**config.mk**
```make
export PLATFORM = sky130hd
export DESIGN_NAME = dsp_host_port
export DESIGN_NICKNAME = d
export VERILOG_FILES = /design/src/rtl/dsp_host_pkg.sv /design/src/rtl/dsp_host_decode.sv /design/src/rtl/dsp_host_cmd.sv /design/src/rtl/dsp_host_data.sv /design/src/rtl/dsp_host_irq.sv /design/src/rtl/dsp_host_port.sv
export SDC_FILE = /design/constraint.sdc
export NUM_CORES = 1
export LEC_CHECK = 0
export ABC_AREA = 1
export ABC_CLOCK_PERIOD_IN_PS = 3300
export BUFFER_PORTS_ARGS = -buffer_cell sky130_fd_sc_hd__buf_2
export CAP_MARGIN = 0
export CELL_PAD_IN_SITES_DETAIL_PLACEMENT = 0
export CELL_PAD_IN_SITES_GLOBAL_PLACEMENT = 1
export CORE_ASPECT_RATIO = 2
export CORE_MARGIN = 1.5
export CORE_UTILIZATION = 36
export CTS_CLUSTER_SIZE = 10
export DETAILED_ROUTE_END_ITERATION = 16
export GPL_TIMING_DRIVEN = 0
export PLACE_DENSITY = 0.84
export REMOVE_ABC_BUFFERS = 1
export SLEW_MARGIN = 25
export SYNTH_ARGS = -nofsm -noshare
export SYNTH_HDL_FRONTEND = slang
export SYNTH_SLANG_ARGS = --single-unit
```
**constraint.sdc**
```tcl
create_clock -name clk -period 3.3 [get_ports clk]
set_input_delay 0.165 -clock clk [delete_from_list [all_inputs] [get_ports clk]]
set_output_delay 0.165 -clock clk [all_outputs]
set_load 0.05 [all_outputs]
```
**src/rtl/dsp_host_pkg.sv**
```systemverilog
package dsp_host_pkg;

    localparam int DATA_W = 8;

    typedef enum logic [2:0] {
        SEL_NONE,
        SEL_RESET,
        SEL_DATA,
        SEL_CMD,
        SEL_ACK_STD,
        SEL_ACK_BX
    } port_sel_e;

    typedef struct packed {
        logic              hold;
        logic              busy;
        logic [2:0]        poll_cnt;
        logic              strobe;
        logic [DATA_W-1:0] byte_out;
        logic              stop;
    } cmd_state_t;

    typedef struct packed {
        logic [DATA_W-1:0] value;
        logic              avail;
    } data_state_t;

endpackage

```
**src/rtl/dsp_host_decode.sv**
```systemverilog
module dsp_host_decode
    import dsp_host_pkg::*;
#(
    parameter int ADDR_W = 8
) (
    input  logic [ADDR_W-1:0] addr,
    output port_sel_e         sel
);
    localparam int LOW_W = 4;

    logic [LOW_W-1:0] low;
    logic             in_window;

    assign low = addr[LOW_W-1:0];

    generate
        if (ADDR_W > LOW_W) begin : g_upper
            assign in_window = (addr[ADDR_W-1:LOW_W] == '0);
        end else begin : g_flat
            assign in_window = 1'b1;
        end
    endgenerate

    always_comb begin
        sel = SEL_NONE;
        if (in_window) begin
            unique case (low)
                4'h6, 4'h7: sel = SEL_RESET;
                4'hA, 4'hB: sel = SEL_DATA;
                4'hC, 4'hD: sel = SEL_CMD;
                4'hE:       sel = SEL_ACK_STD;
                4'hF:       sel = SEL_ACK_BX;
                default:    sel = SEL_NONE;
            endcase
        end
    end
endmodule

```
**src/rtl/dsp_host_cmd.sv**
```systemverilog
module dsp_host_cmd
    import dsp_host_pkg::*;
#(
    parameter int POLL_LIMIT = 4
) (
    input  logic              clk,
    input  logic              rst_n,
    input  logic              wr_reset,
    input  logic              wr_cmd,
    input  logic              rd_status,
    input  logic [DATA_W-1:0] wdata,
    input  logic              proc_done,
    output logic              hold_q,
    output logic              hold_now,
    output logic              busy,
    output logic              cmd_valid,
    output logic [DATA_W-1:0] cmd_byte,
    output logic              eng_stop
);
    localparam int CNT_W = 3;
    localparam logic [CNT_W-1:0] LAST = CNT_W'(POLL_LIMIT - 1);

    cmd_state_t st_d, st_q;
    logic       enter;
    logic       leave;
    logic       take;

    assign enter    = wr_reset &  wdata[0];
    assign leave    = wr_reset & ~wdata[0];
    assign hold_now = st_q.hold | enter;
    assign take     = wr_cmd & ~hold_now;

    always_comb begin
        st_d        = st_q;
        st_d.strobe = 1'b0;
        st_d.stop   = 1'b0;

        if (enter) begin
            st_d.hold = 1'b1;
            st_d.stop = ~st_q.hold;
        end else if (leave) begin
            st_d.hold = 1'b0;
        end

        if (hold_now) begin
            st_d.busy     = 1'b0;
            st_d.poll_cnt = '0;
        end else if (take) begin
            st_d.busy     = 1'b1;
            st_d.poll_cnt = '0;
            st_d.strobe   = 1'b1;
            st_d.byte_out = wdata;
        end else if (proc_done) begin
            st_d.busy     = 1'b0;
            st_d.poll_cnt = '0;
        end else if (rd_status && st_q.busy) begin
            if (st_q.poll_cnt == LAST) begin
                st_d.busy     = 1'b0;
                st_d.poll_cnt = '0;
            end else begin
                st_d.poll_cnt = st_q.poll_cnt + 1'b1;
            end
        end
    end

    always_ff @(posedge clk or negedge rst_n) begin
        if (!rst_n) begin
            st_q <= '0;
        end else begin
            st_q <= st_d;
        end
    end

    assign hold_q    = st_q.hold;
    assign busy      = st_q.busy;
    assign cmd_valid = st_q.strobe;
    assign cmd_byte  = st_q.byte_out;
    assign eng_stop  = st_q.stop;

    AST_CMD_STROBE: assert property (@(posedge clk) disable iff (!rst_n)
        take |=> (cmd_valid && cmd_byte == $past(wdata)));
    AST_STROBE_SHORT: assert property (@(posedge clk) disable iff (!rst_n)
        cmd_valid && !$past(take) |-> 1'b0);
    AST_BUSY_ON_WRITE: assert property (@(posedge clk) disable iff (!rst_n)
        take |=> busy);
    AST_DONE_FREES: assert property (@(posedge clk) disable iff (!rst_n)
        (proc_done && !wr_cmd && !wr_reset) |=> !busy);
    AST_HOLD_BLOCKS_CMD: assert property (@(posedge clk) disable iff (!rst_n)
        (wr_cmd && hold_q) |=> (!cmd_valid && !busy));
    AST_STOP_PULSE: assert property (@(posedge clk) disable iff (!rst_n)
        eng_stop |=> !eng_stop);
    AST_ENTER_HOLD: assert property (@(posedge clk) disable iff (!rst_n)
        enter |=> (hold_q && !busy));
endmodule

```
**src/rtl/dsp_host_data.sv**
```systemverilog
module dsp_host_data
    import dsp_host_pkg::*;
(
    input  logic              clk,
    input  logic              rst_n,
    input  logic              hold_now,
    input  logic              push,
    input  logic [DATA_W-1:0] pdata,
    input  logic              rd_data,
    output logic [DATA_W-1:0] value,
    output logic              avail
);
    data_state_t st_d, st_q;

    always_comb begin
        st_d = st_q;
        if (hold_now) begin
            st_d.avail = 1'b0;
        end else if (push) begin
            st_d.value = pdata;
            st_d.avail = 1'b1;
        end else if (rd_data) begin
            st_d.avail = 1'b0;
        end
    end

    always_ff @(posedge clk or negedge rst_n) begin
        if (!rst_n) begin
            st_q <= '0;
        end else begin
            st_q <= st_d;
        end
    end

    assign value = st_q.value;
    assign avail = st_q.avail;

    AST_PUSH_SETS: assert property (@(posedge clk) disable iff (!rst_n)
        (push && !hold_now) |=> (avail && value == $past(pdata)));
    AST_READ_CLEARS: assert property (@(posedge clk) disable iff (!rst_n)
        (rd_data && !push) |=> !avail);
endmodule

```
**src/rtl/dsp_host_irq.sv**
```systemverilog
module dsp_host_irq #(
    parameter int NUM_IRQ = 2
) (
    input  logic               clk,
    input  logic               rst_n,
    input  logic               hold_q,
    input  logic               hold_now,
    input  logic [NUM_IRQ-1:0] raise,
    input  logic [NUM_IRQ-1:0] ack,
    output logic [NUM_IRQ-1:0] irq
);
    logic [NUM_IRQ-1:0] irq_d, irq_q;

    generate
        for (genvar i = 0; i < NUM_IRQ; i++) begin : g_line
            always_comb begin
                irq_d[i] = irq_q[i];
                if (hold_now) begin
                    irq_d[i] = 1'b0;
                end else if (raise[i]) begin
                    irq_d[i] = 1'b1;
                end else if (ack[i]) begin
                    irq_d[i] = 1'b0;
                end
            end

            AST_ACK_CLEARS: assert property (@(posedge clk) disable iff (!rst_n)
                (ack[i] && !raise[i]) |=> !irq[i]);
            AST_RAISE_SETS: assert property (@(posedge clk) disable iff (!rst_n)
                (raise[i] && !hold_now) |=> irq[i]);
        end
    endgenerate

    always_ff @(posedge clk or negedge rst_n) begin
        if (!rst_n) begin
            irq_q <= '0;
        end else begin
            irq_q <= irq_d;
        end
    end

    assign irq = irq_q;

    AST_HOLD_QUIET: assert property (@(posedge clk) disable iff (!rst_n)
        hold_q |=> (irq == '0));
endmodule

```
**src/rtl/dsp_host_port.sv**
```systemverilog
module dsp_host_port
    import dsp_host_pkg::*;
#(
    parameter int ADDR_W     = 8,
    parameter int POLL_LIMIT = 4
) (
    input  logic              clk,
    input  logic              rst_n,
    input  logic [ADDR_W-1:0] host_addr,
    input  logic              host_wr,
    input  logic              host_rd,
    input  logic [DATA_W-1:0] host_wdata,
    output logic [DATA_W-1:0] host_rdata,
    output logic              cmd_valid,
    output logic [DATA_W-1:0] cmd_byte,
    input  logic              proc_done,
    input  logic              proc_push,
    input  logic [DATA_W-1:0] proc_data,
    input  logic              proc_irq_std,
    input  logic              proc_irq_bx,
    output logic              irq_std,
    output logic              irq_bx,
    output logic              proc_hold,
    output logic              eng_stop
);
    localparam int NUM_IRQ = 2;

    port_sel_e          sel;
    logic               wr_reset, wr_cmd, rd_status, rd_data;
    logic               hold_q, hold_now, busy, avail;
    logic [DATA_W-1:0]  data_val;
    logic [NUM_IRQ-1:0] raise, ack, irq;

    dsp_host_decode #(.ADDR_W(ADDR_W)) u_dec (
        .addr (host_addr),
        .sel  (sel)
    );

    assign wr_reset  = host_wr && sel == SEL_RESET;
    assign wr_cmd    = host_wr && sel == SEL_CMD;
    assign rd_status = host_rd && sel == SEL_CMD;
    assign rd_data   = host_rd && sel == SEL_DATA;
    assign ack[0]    = host_rd && sel == SEL_ACK_STD;
    assign ack[1]    = host_rd && sel == SEL_ACK_BX;
    assign raise     = {proc_irq_bx, proc_irq_std};

    dsp_host_cmd #(.POLL_LIMIT(POLL_LIMIT)) u_cmd (
        .clk       (clk),
        .rst_n     (rst_n),
        .wr_reset  (wr_reset),
        .wr_cmd    (wr_cmd),
        .rd_status (rd_status),
        .wdata     (host_wdata),
        .proc_done (proc_done),
        .hold_q    (hold_q),
        .hold_now  (hold_now),
        .busy      (busy),
        .cmd_valid (cmd_valid),
        .cmd_byte  (cmd_byte),
        .eng_stop  (eng_stop)
    );

    dsp_host_data u_data (
        .clk      (clk),
        .rst_n    (rst_n),
        .hold_now (hold_now),
        .push     (proc_push),
        .pdata    (proc_data),
        .rd_data  (rd_data),
        .value    (data_val),
        .avail    (avail)
    );

    dsp_host_irq #(.NUM_IRQ(NUM_IRQ)) u_irq (
        .clk      (clk),
        .rst_n    (rst_n),
        .hold_q   (hold_q),
        .hold_now (hold_now),
        .raise    (raise),
        .ack      (ack),
        .irq      (irq)
    );

    always_comb begin
        host_rdata = '0;
        unique case (sel)
            SEL_DATA:    host_rdata = data_val;
            SEL_CMD:     host_rdata = {busy, 7'b0};
            SEL_ACK_STD,
            SEL_ACK_BX:  host_rdata = {avail, 7'b0};
            default:     host_rdata = '0;
        endcase
    end

    assign irq_std   = irq[0];
    assign irq_bx    = irq[1];
    assign proc_hold = hold_q;

    AST_RESERVED_ZERO: assert property (@(posedge clk) disable iff (!rst_n)
        (sel == SEL_CMD || sel == SEL_ACK_STD || sel == SEL_ACK_BX) |-> (host_rdata[6:0] == 7'b0));
    AST_UNMAPPED_ZERO: assert property (@(posedge clk) disable iff (!rst_n)
        (sel == SEL_NONE) |-> (host_rdata == '0));
endmodule

```
; Yosys cells after proc, flatten, opt, wreduce, memory -nomap -nowiden
; Memories as Yosys holds them, arrays and structs flattened.
; Cells that the tools add are included.
[word_totals]
regBits = 26
latchBits = 0
ram_bits = 0
rom_bits = 48
in_bits = 32
out_inout_bits = 21
wordCells = 65
n_memories = 1
[memory_table]
columns = name, words, width, read_ports, rd_clocked_by_memory_dff, write_ports, line_no
row1 = (no name shown), 16, 3, 1, 0, 0, dsp_host_decode.sv:27  ; unique case (low)
[classes]
n_addsub = 1
multipliers = 0
n_div = 0
order_cmp = 0
eq_ne = 6
n_shift = 0
n_mux = 22
bitwise = 7
n_reduce_logical = 18
[op_table]
columns = operator, count
row1 = one-hot mux 8 bit (3 select lines), 1
row2 = two-way mux 9 bit, 2
row3 = two-way mux 4 bit, 4
row4 = two-way mux 1 bit, 13
row5 = equality test 3 x 2 -> 1 bit (second input constant), 3
row6 = nonzero test 3 bit, 3
row7 = nonzero test 4 bit, 2
row8 = logical AND 1 bit, 7
row9 = equality test 3 bit (second input constant), 2
row10 = two-way mux 3 bit, 2
row11 = AND reduction 2 bit, 3
row12 = logical NOT 4 bit, 1
row13 = adder 3 x 1 -> 3 bit (second input constant), 1
row14 = bitwise AND 1 bit, 3
row15 = equality test 3 x 1 -> 1 bit (second input constant), 1
row16 = NOT 1 bit, 3
row17 = nonzero test 2 bit, 1
row18 = OR reduction 2 bit, 1
row19 = OR 1 bit, 1

; Longest topological paths before layout
; Gate-level depths: netlist of run 1.
[depth]
ltp_word = 10
ltp_mapped = 12
mapped_depth_nobuf = 12

; Modules after synthesis
; A second synthesis of run 1 with hierarchy kept.
[unflattened]
hier_cells = 175
hier_area_um2 = 1372.6
[by_module_without_submodules]
columns = module, instances, cells_each, area_each_um2, seq_area_each_um2
row1 = dsp_host_cmd, 1, 78, 685.7, 375.4
row2 = dsp_host_data, 1, 39, 374.1, 225.2
row3 = dsp_host_port, 1, 33, 156.4, 0.0
row4 = dsp_host_irq, 1, 10, 82.6, 50.0
row5 = dsp_host_decode, 1, 15, 73.8, 0.0

; Least setup slack after synthesis of run 1
; Ideal clock, no wire load.
[synth_path]
kind = input to output
from = in host_addr[1]
to = out host_rdata[0]
t_arrival_ps = 1666
path_slack_ps = 1469
cell_stages = 7
cell_sequence = ha_1 > nand2_1 > inv_1 > nand3_1 > nor2_2 > nand2_1 > nor2_1
[synth_via]
elab_chain_cells = 5
word_cells_on_any_way = 8
classes_between = eq/ne (4) / mux (2) / reduce/logical (1) / memory (1)
[synth_rtl]
columns = element, line_no
row1 = start: declaration, dsp_host_port.sv:9  ; input logic [ADDR_W-1:0] host_addr,
row2 = memory read (16 x 3 bit) *, n/a
row3 = two-way mux 3 bit *, dsp_host_decode.sv:26  ; if (in_window) begin
row4 = equality test 3 bit, dsp_host_port.sv:86  ; unique case (sel)
row5 = OR reduction 2 bit, dsp_host_port.sv:86
row6 = one-hot mux 8 bit (3 select lines) *, dsp_host_port.sv:86
row7 = end: declaration, dsp_host_port.sv:13  ; output logic [DATA_W-1:0] host_rdata,
; Mark *: on every way between the ends. The rest lies on a longest branch, timed or not.

; Worst setup path in the final report of run 1
[layout_path]
from = in host_addr[1]
to = out host_rdata[6]
; The elaborated chain is that of the path after synthesis.

==> results.txt, run 1 <==
status: completed
Worst-Skew Late Latency: 0.26 ns
CTS hold repair buffers: 1
R2R depth: 7
RSZ-0062 raised after global routing: no
Antenna Nets Post-Route: 0
CTS tree: built
drt pass-1 iters: 4
crit share post-route: 0.553
Clk pin slew, worst setup/hold paths: 0.08 ns
GR Util All Layers: 0.153
die area: 4190 sq um
Setup Skew: 0.000896 ns
Post-CTS Resized: 0
Yosys cell types: 26
Final Setup Violations: 0
Power Dens Cells: 455 nW/um^2
synth warn: 0
IO Pins: 53
Final min period: 1.83 ns
first-pass GRT wire length: 4860 um
Peak VDD IR: 0.302 mV
critical path startpoint category: input port
area of the mapped netlist: 1360 sq um
Seq/Total Area, Yosys: 0.477
DRC: 0
final HPWL from detailed placement: 2230 um
Slowest-stage cell, CP: ha_1
Max Cap Violations: 0
vias in the first global route: 1,185
RePlAce Congestion: 0.756
H-tree depth: 1
clock tree buffer depth: 2
vias per cell: 4.55
Critical Path Source: host_addr[1]
share of cells above drive strength 1: 0.312
dominant cell type by area after synthesis: dfrtp_1
Antenna Cells: 0
Worst Tran Pin Value: 0.581 ns
clk root buf: clkbuf_8
largest net degree at the start of global routing: 27
fin nets: 254
Row Count: 31
reg2reg start: u_cmd.hold_q
Die X: 46.5 um
Pleak: 0.967 nW
Remaining Overflow, GRT: 0
worst reg2reg setup slack: 2.05 ns
Num Clock Sinks: 26
Placeable Area: 3610 sq um
IO Port Bufs: 52
DR iter-0 viols: 23
crit-path max FO: 8
commonest cells after routing, fill and taps aside: nand2_1, buf_2, dfrtp_1
relative slew slack: 0.612
total power: 0.756 mW
most common cell after layout, fill and taps aside: nand2_1
TritonCTS Buffers: 3
Synth Instances: 172
CP endpoint kind: primary output
Fillers: 384
critical path's largest stage delay: 0.30 ns
Worst EP required: 3.13 ns
worst flop-to-flop path endpoint: u_cmd.cmd_byte[3]
Hold/Removal Path Class: input port to flip-flop
synth top area cells: dfrtp_1, nand2_1, nand3_1
syn_area_per_cell: 7.93 sq um
Total Wirelength: 2840 um
crit path DAT: 1.66 ns
Max Fclk: 0.548 GHz
placed instance count: 263
Hold Vio Cnt, Final: 0
crit-path cells: buf_2 -> ha_1 -> nand2_1 -> inv_1 -> nand3_1 -> nor2_2 -> nand2_1 -> nor2_1 -> buf_2
Die Y: 90.0 um
antenna violations before repair: 0
routed length per instance: 10.6 um
Starting Density: 0.378
area grow syn2layout: 21.8%
Setup CP Type: input port to primary output
crit path to: host_rdata[6]
Synth top area share: 0.477
Non-Filler Instances: 267
Fin Setup TNS: 0 ns
Seq cells post-synth: 26
vias: 1,214
postcts setup bufs: 0
Max Slew Vio Count: 0
[worst max-delay path, delay by kind of cell]
kind                       cells  cell delay [ns]
adders and majority gates      1             0.30
and+or+nand+nor                5             0.73
buffers and inverters          3             0.46
[through the flow]
step | instance area (sq um) | util | hold WS, ns | worst slack, ns
CTS | 1660 | 0.461 | 0.0886 | 1.46
finish | 1660 | 0.461 | 0.0936 | 1.47
global placement | 1610 | 0.446 | 0.200 | 1.45
floorplan | 1290 | - | -0.131 | 1.47
global route | 1660 | 0.461 | 0.101 | 1.29
detailed placement | 1610 | 0.446 | 0.195 | 1.45
[layout make-up]
type / count / area, sq um / share of cell area
well taps: 49 / 61.3 / 0.0369
clock buffers: 3 / 41.3 / 0.0248
multi-input cells: 113 / 549 / 0.331
inverters: 23 / 88.8 / 0.0535
repair buffers: 53 / 270 / 0.163
flip-flops and latches: 26 / 651 / 0.392
[cell families (layout without fill, tap and decap cells)]
family,count (synthesis),in the layout,synth area share
DFF,26,26,0.477
buffers and inverters,33,79,0.120
and+or+nand+nor,98,98,0.327
adders and majority gates,2,2,0.0183
AOI/OAI and AO/OA,13,13,0.0578
[registers in the layout (all words and copies together), names as in the netlist]
signal and count:
u_cmd.busy 1, u_cmd.cmd_byte 8, u_cmd.cmd_valid 1, u_cmd.eng_stop 1, u_cmd.hold_q 1, u_cmd.st_q 3
u_data.avail 1, u_data.value 8, u_irq.irq 2
[per-layer routing]
layer	vias up	routed length, um	global-route usage
li1	619	-	-
met1	550	1080	0.160
met2	39	1540	0.270
met3	6	130	0.0181
met4	0	87	0.0833
met5	-	0	0
[how the worst min path moves through the flow]
stage	slack [ns]	start	to	cells after the start
final	0.09	host_wdata[5]	u_cmd.cmd_byte[5]	3
after global routing	0.10	host_wdata[6]	u_cmd.cmd_byte[6]	3
after CTS	0.09	host_wdata[5]	u_cmd.cmd_byte[5]	3
after detailed placement	0.19	rst_n	u_cmd.cmd_valid	1
after global placement	0.20	rst_n	u_cmd.cmd_valid	1
after floorplan	-0.13	rst_n	u_cmd.busy	0
[power by group]
group / switching [mW] / internal, mW
sequential: 0.0275 / 0.372
combinational: 0.129 / 0.0615
clock: 0.0849 / 0.0814
[synth_stat cells, drive strengths merged]
library cell and number:
nand4 2, o21ai 7, a21oi 4, ha 2
nand2 56, buf 10, clkinv 2, inv 21
dfrtp 26, a211oi 1, nor2 20, nor3 3
a31oi 1, nand3 17
No activity file was read; power rests on OpenSTA's default activity.
==> run 2, diff against run 1 <==
--- a/config.mk
+++ b/config.mk
@@ -6,18 +6,18 @@
 export NUM_CORES = 1
 export LEC_CHECK = 0
 export ABC_AREA = 1
-export ABC_CLOCK_PERIOD_IN_PS = 3300
+export ABC_CLOCK_PERIOD_IN_PS = 1600
 export BUFFER_PORTS_ARGS = -buffer_cell sky130_fd_sc_hd__buf_2
 export CAP_MARGIN = 0
 export CELL_PAD_IN_SITES_DETAIL_PLACEMENT = 0
 export CELL_PAD_IN_SITES_GLOBAL_PLACEMENT = 1
 export CORE_ASPECT_RATIO = 2
 export CORE_MARGIN = 1.5
-export CORE_UTILIZATION = 36
+export CORE_UTILIZATION = 30
 export CTS_CLUSTER_SIZE = 10
 export DETAILED_ROUTE_END_ITERATION = 16
 export GPL_TIMING_DRIVEN = 0
-export PLACE_DENSITY = 0.84
+export PLACE_DENSITY = 0.75
 export REMOVE_ABC_BUFFERS = 1
 export SLEW_MARGIN = 25
 export SYNTH_ARGS = -nofsm -noshare
==> constraint.sdc (replaced) <==
create_clock -name clk -period 1.6 [get_ports clk]
set_input_delay 0.08 -clock clk [delete_from_list [all_inputs] [get_ports clk]]
set_output_delay 0.08 -clock clk [all_outputs]
set_load 0.05 [all_outputs]
==> results.txt, run 2 (same netlist as run 1, synthesis figures left out) <==
status: completed
Placeable Area: 4340 sq um (+20%)
Num Clock Sinks: 26 (unchanged)
Starting Density: 0.314 (-0.0638)
crit path to: host_rdata[2]
Peak VDD IR: 0.600 mV (+98%)
Worst Tran Pin Value: 0.575 ns (-0.00599 ns)
Antenna Nets Post-Route: 0 (unchanged)
clk root buf: clkbuf_8
Remaining Overflow, GRT: 0 (unchanged)
TritonCTS Buffers: 3 (unchanged)
Final Setup Violations: 0 (unchanged)
CTS tree: built
Setup CP Type: input port to primary output
Critical Path Source: host_addr[1]
final HPWL from detailed placement: 2350 um (+5.2%)
Die X: 50.7 um (+8.9%)
fin nets: 262 (+3.1%)
IO Port Bufs: 52 (unchanged)
CP endpoint kind: primary output
Clk pin slew, worst setup/hold paths: 0.08 ns (about the same)
Internal: 1.07 mW (+110%)
largest net degree at the start of global routing: 27 (unchanged)
Net Sw Frac: 0.328 (+0.00822)
Hold Vio Cnt, Final: 0 (unchanged)
Worst EP required: 1.52 ns (-1.61 ns)
drt pass-1 iters: 4 (unchanged)
Max Slew Vio Count: 0 (unchanged)
vias: 1,237 (+1.9%)
Final min period: 1.49 ns
Fin Setup TNS: 0 ns (unchanged)
hold slack final: 0.00850 ns (-0.0851 ns)
switching pwr: 0.524 mW (+120%)
Row Count: 34 (+9.7%)
vias per cell: 4.42 (-2.8%)
Pleak: 1.01 nW (+4.5%)
RePlAce Congestion: 0.738 (-2.3%)
crit-path cells: buf_2 -> ha_1 -> nand2_1 -> inv_1 -> nand3_2 -> nor2_4 -> nand2_4 -> nor2_1 -> buf_6
die area: 4980 sq um (+19%)
R2R depth: 7 (unchanged)
Max Fclk: 0.669 GHz
Max Cap Violations: 0 (unchanged)
fin area: 1820 sq um (+9.3%)
DP Area: 1620 sq um (+0.39%)
area grow syn2layout: 33.2%
antenna violations before repair: 0 (unchanged)
commonest cells after routing, fill and taps aside: nand2_1, buf_2, dfrtp_1
critical path startpoint category: input port
critical path's largest stage delay: 0.31 ns (about the same)
Worst-Skew Late Latency: 0.27 ns (about the same)
crit share post-route: 0.934
crit-path max FO: 8 (unchanged)
GR Util All Layers: 0.136 (-0.0169)
reg2reg start: u_cmd.hold_q
worst reg2reg setup slack: 0.31 ns (-1.74 ns)
Reg power frac: 0.514 (-0.014)
Total Wirelength: 3090 um (+8.8%)
Die Y: 98.4 um (+9.2%)
Slowest-stage cell, CP: ha_1
share of cells above drive strength 1: 0.332 (+0.0199)
vias in the first global route: 1,217 (+2.7%)
first-pass GRT wire length: 5230 um (+7.7%)
IO Pins: 53 (unchanged)
Setup Skew: 0.00276 ns (+0.00186 ns)
DRC: 0 (unchanged)
clock tree buffer depth: 2 (unchanged)
Antenna Cells: 0 (unchanged)
most common cell after layout, fill and taps aside: nand2_1
Hold/Removal Path Class: input port to flip-flop
routed length per instance: 11.0 um (+3.7%)
H-tree depth: 1 (unchanged)
DR iter-0 viols: 13 (-43%)
clock share of power: 0.224 (+0.004)
RSZ-0062 raised after global routing: no
crit path DAT: 1.41 ns (-0.25 ns)
worst flop-to-flop path endpoint: u_cmd.cmd_byte[5]
Power Dens Cells: 879 nW/um^2 (+93%)
Comb pwr share: 0.262 (+0.010)
relative slew slack: 0.616 (+0.00399)
==> run 2: cell count changes in the layout (fill, tap and decap cells not counted), sizes merged <==
cell,before,now
buf,52,54
dlygate4sd3,1,7
==> run 2: what timing repair did <==
| action | in CTS | in global routing |
|---|---|---|
| hold buffers | 7 | 0 |
| pin swaps | 0 | 2 |
| endpoints found under the setup margin | 7 | 9 |
| setup buffers | 0 | 2 |
| endpoints found under the hold margin | 32 | 0 |
| gates resized for setup | 6 | 18 |
==> run 2: routing by layer <==
layer / track usage / vias to the layer above / wire length [um]
met5: 0 / - / 0
met4: 0.0728 / 0 / 94
met3: 0.0107 / 7 / 114
met2: 0.254 / 34 / 1690
met1: 0.144 / 558 / 1190
li1: - / 638 / -
==> run 2: critical path, delay by kind of cell <==
kind / cells / cell delay (ns)
simple gates: 5 / 0.63
fa+ha+maj: 1 / 0.31
buf+inv: 3 / 0.39
==> run 2: worst min path at each step <==
stage,from,end,slack (ns),cells after the start
6_report,host_wdata[2],u_cmd.cmd_byte[2],0.009,3
5_1_grt,host_wdata[2],u_cmd.cmd_byte[2],0.01,3
3_3_place_gp,rst_n,u_cmd.cmd_valid,0.12,1
2_1_floorplan,rst_n,u_cmd.busy,-0.22,0
3_5_place_dp,rst_n,u_cmd.cmd_valid,0.12,1
4_1_cts,host_wdata[2],u_cmd.cmd_byte[2],0.008,3
==> run 2: final cells by class <==
class | instances | area, sq um
inverter | 23 | 88.8
tap | 54 | 67.6
sequential | 26 | 651
multi-input combinational | 113 | 572
fill | 499 | 2520
timing repair buffer | 61 | 397
clock buffer | 3 | 41.3
==> run 2: power groups by stage <==
stage | Clock (mW) | Combinational [mW] | Sequential [mW]
2_1_floorplan | 0 | 0.207 | 0.894
3_3_place_gp | 0 | 0.396 | 0.835
3_5_place_dp | 0 | 0.405 | 0.836
4_1_cts | 0.380 | 0.420 | 0.823
5_1_grt | 0.404 | 0.474 | 0.838
6_report | 0.358 | 0.418 | 0.822
==> run 2: stage by stage <==
stage / std cells / setup slack [ns] / total power [mW] / utilization
final: 280 / 0.106 / 1.60 / 0.419
after global routing: 280 / 0.00736 / 1.72 / 0.419
after CTS: 278 / 0.0327 / 1.62 / 0.402
after floorplan: 162 / -0.0609 / 1.10 / -
after detailed placement: 268 / -0.184 / 1.24 / 0.373
after global placement: 268 / -0.150 / 1.23 / 0.373
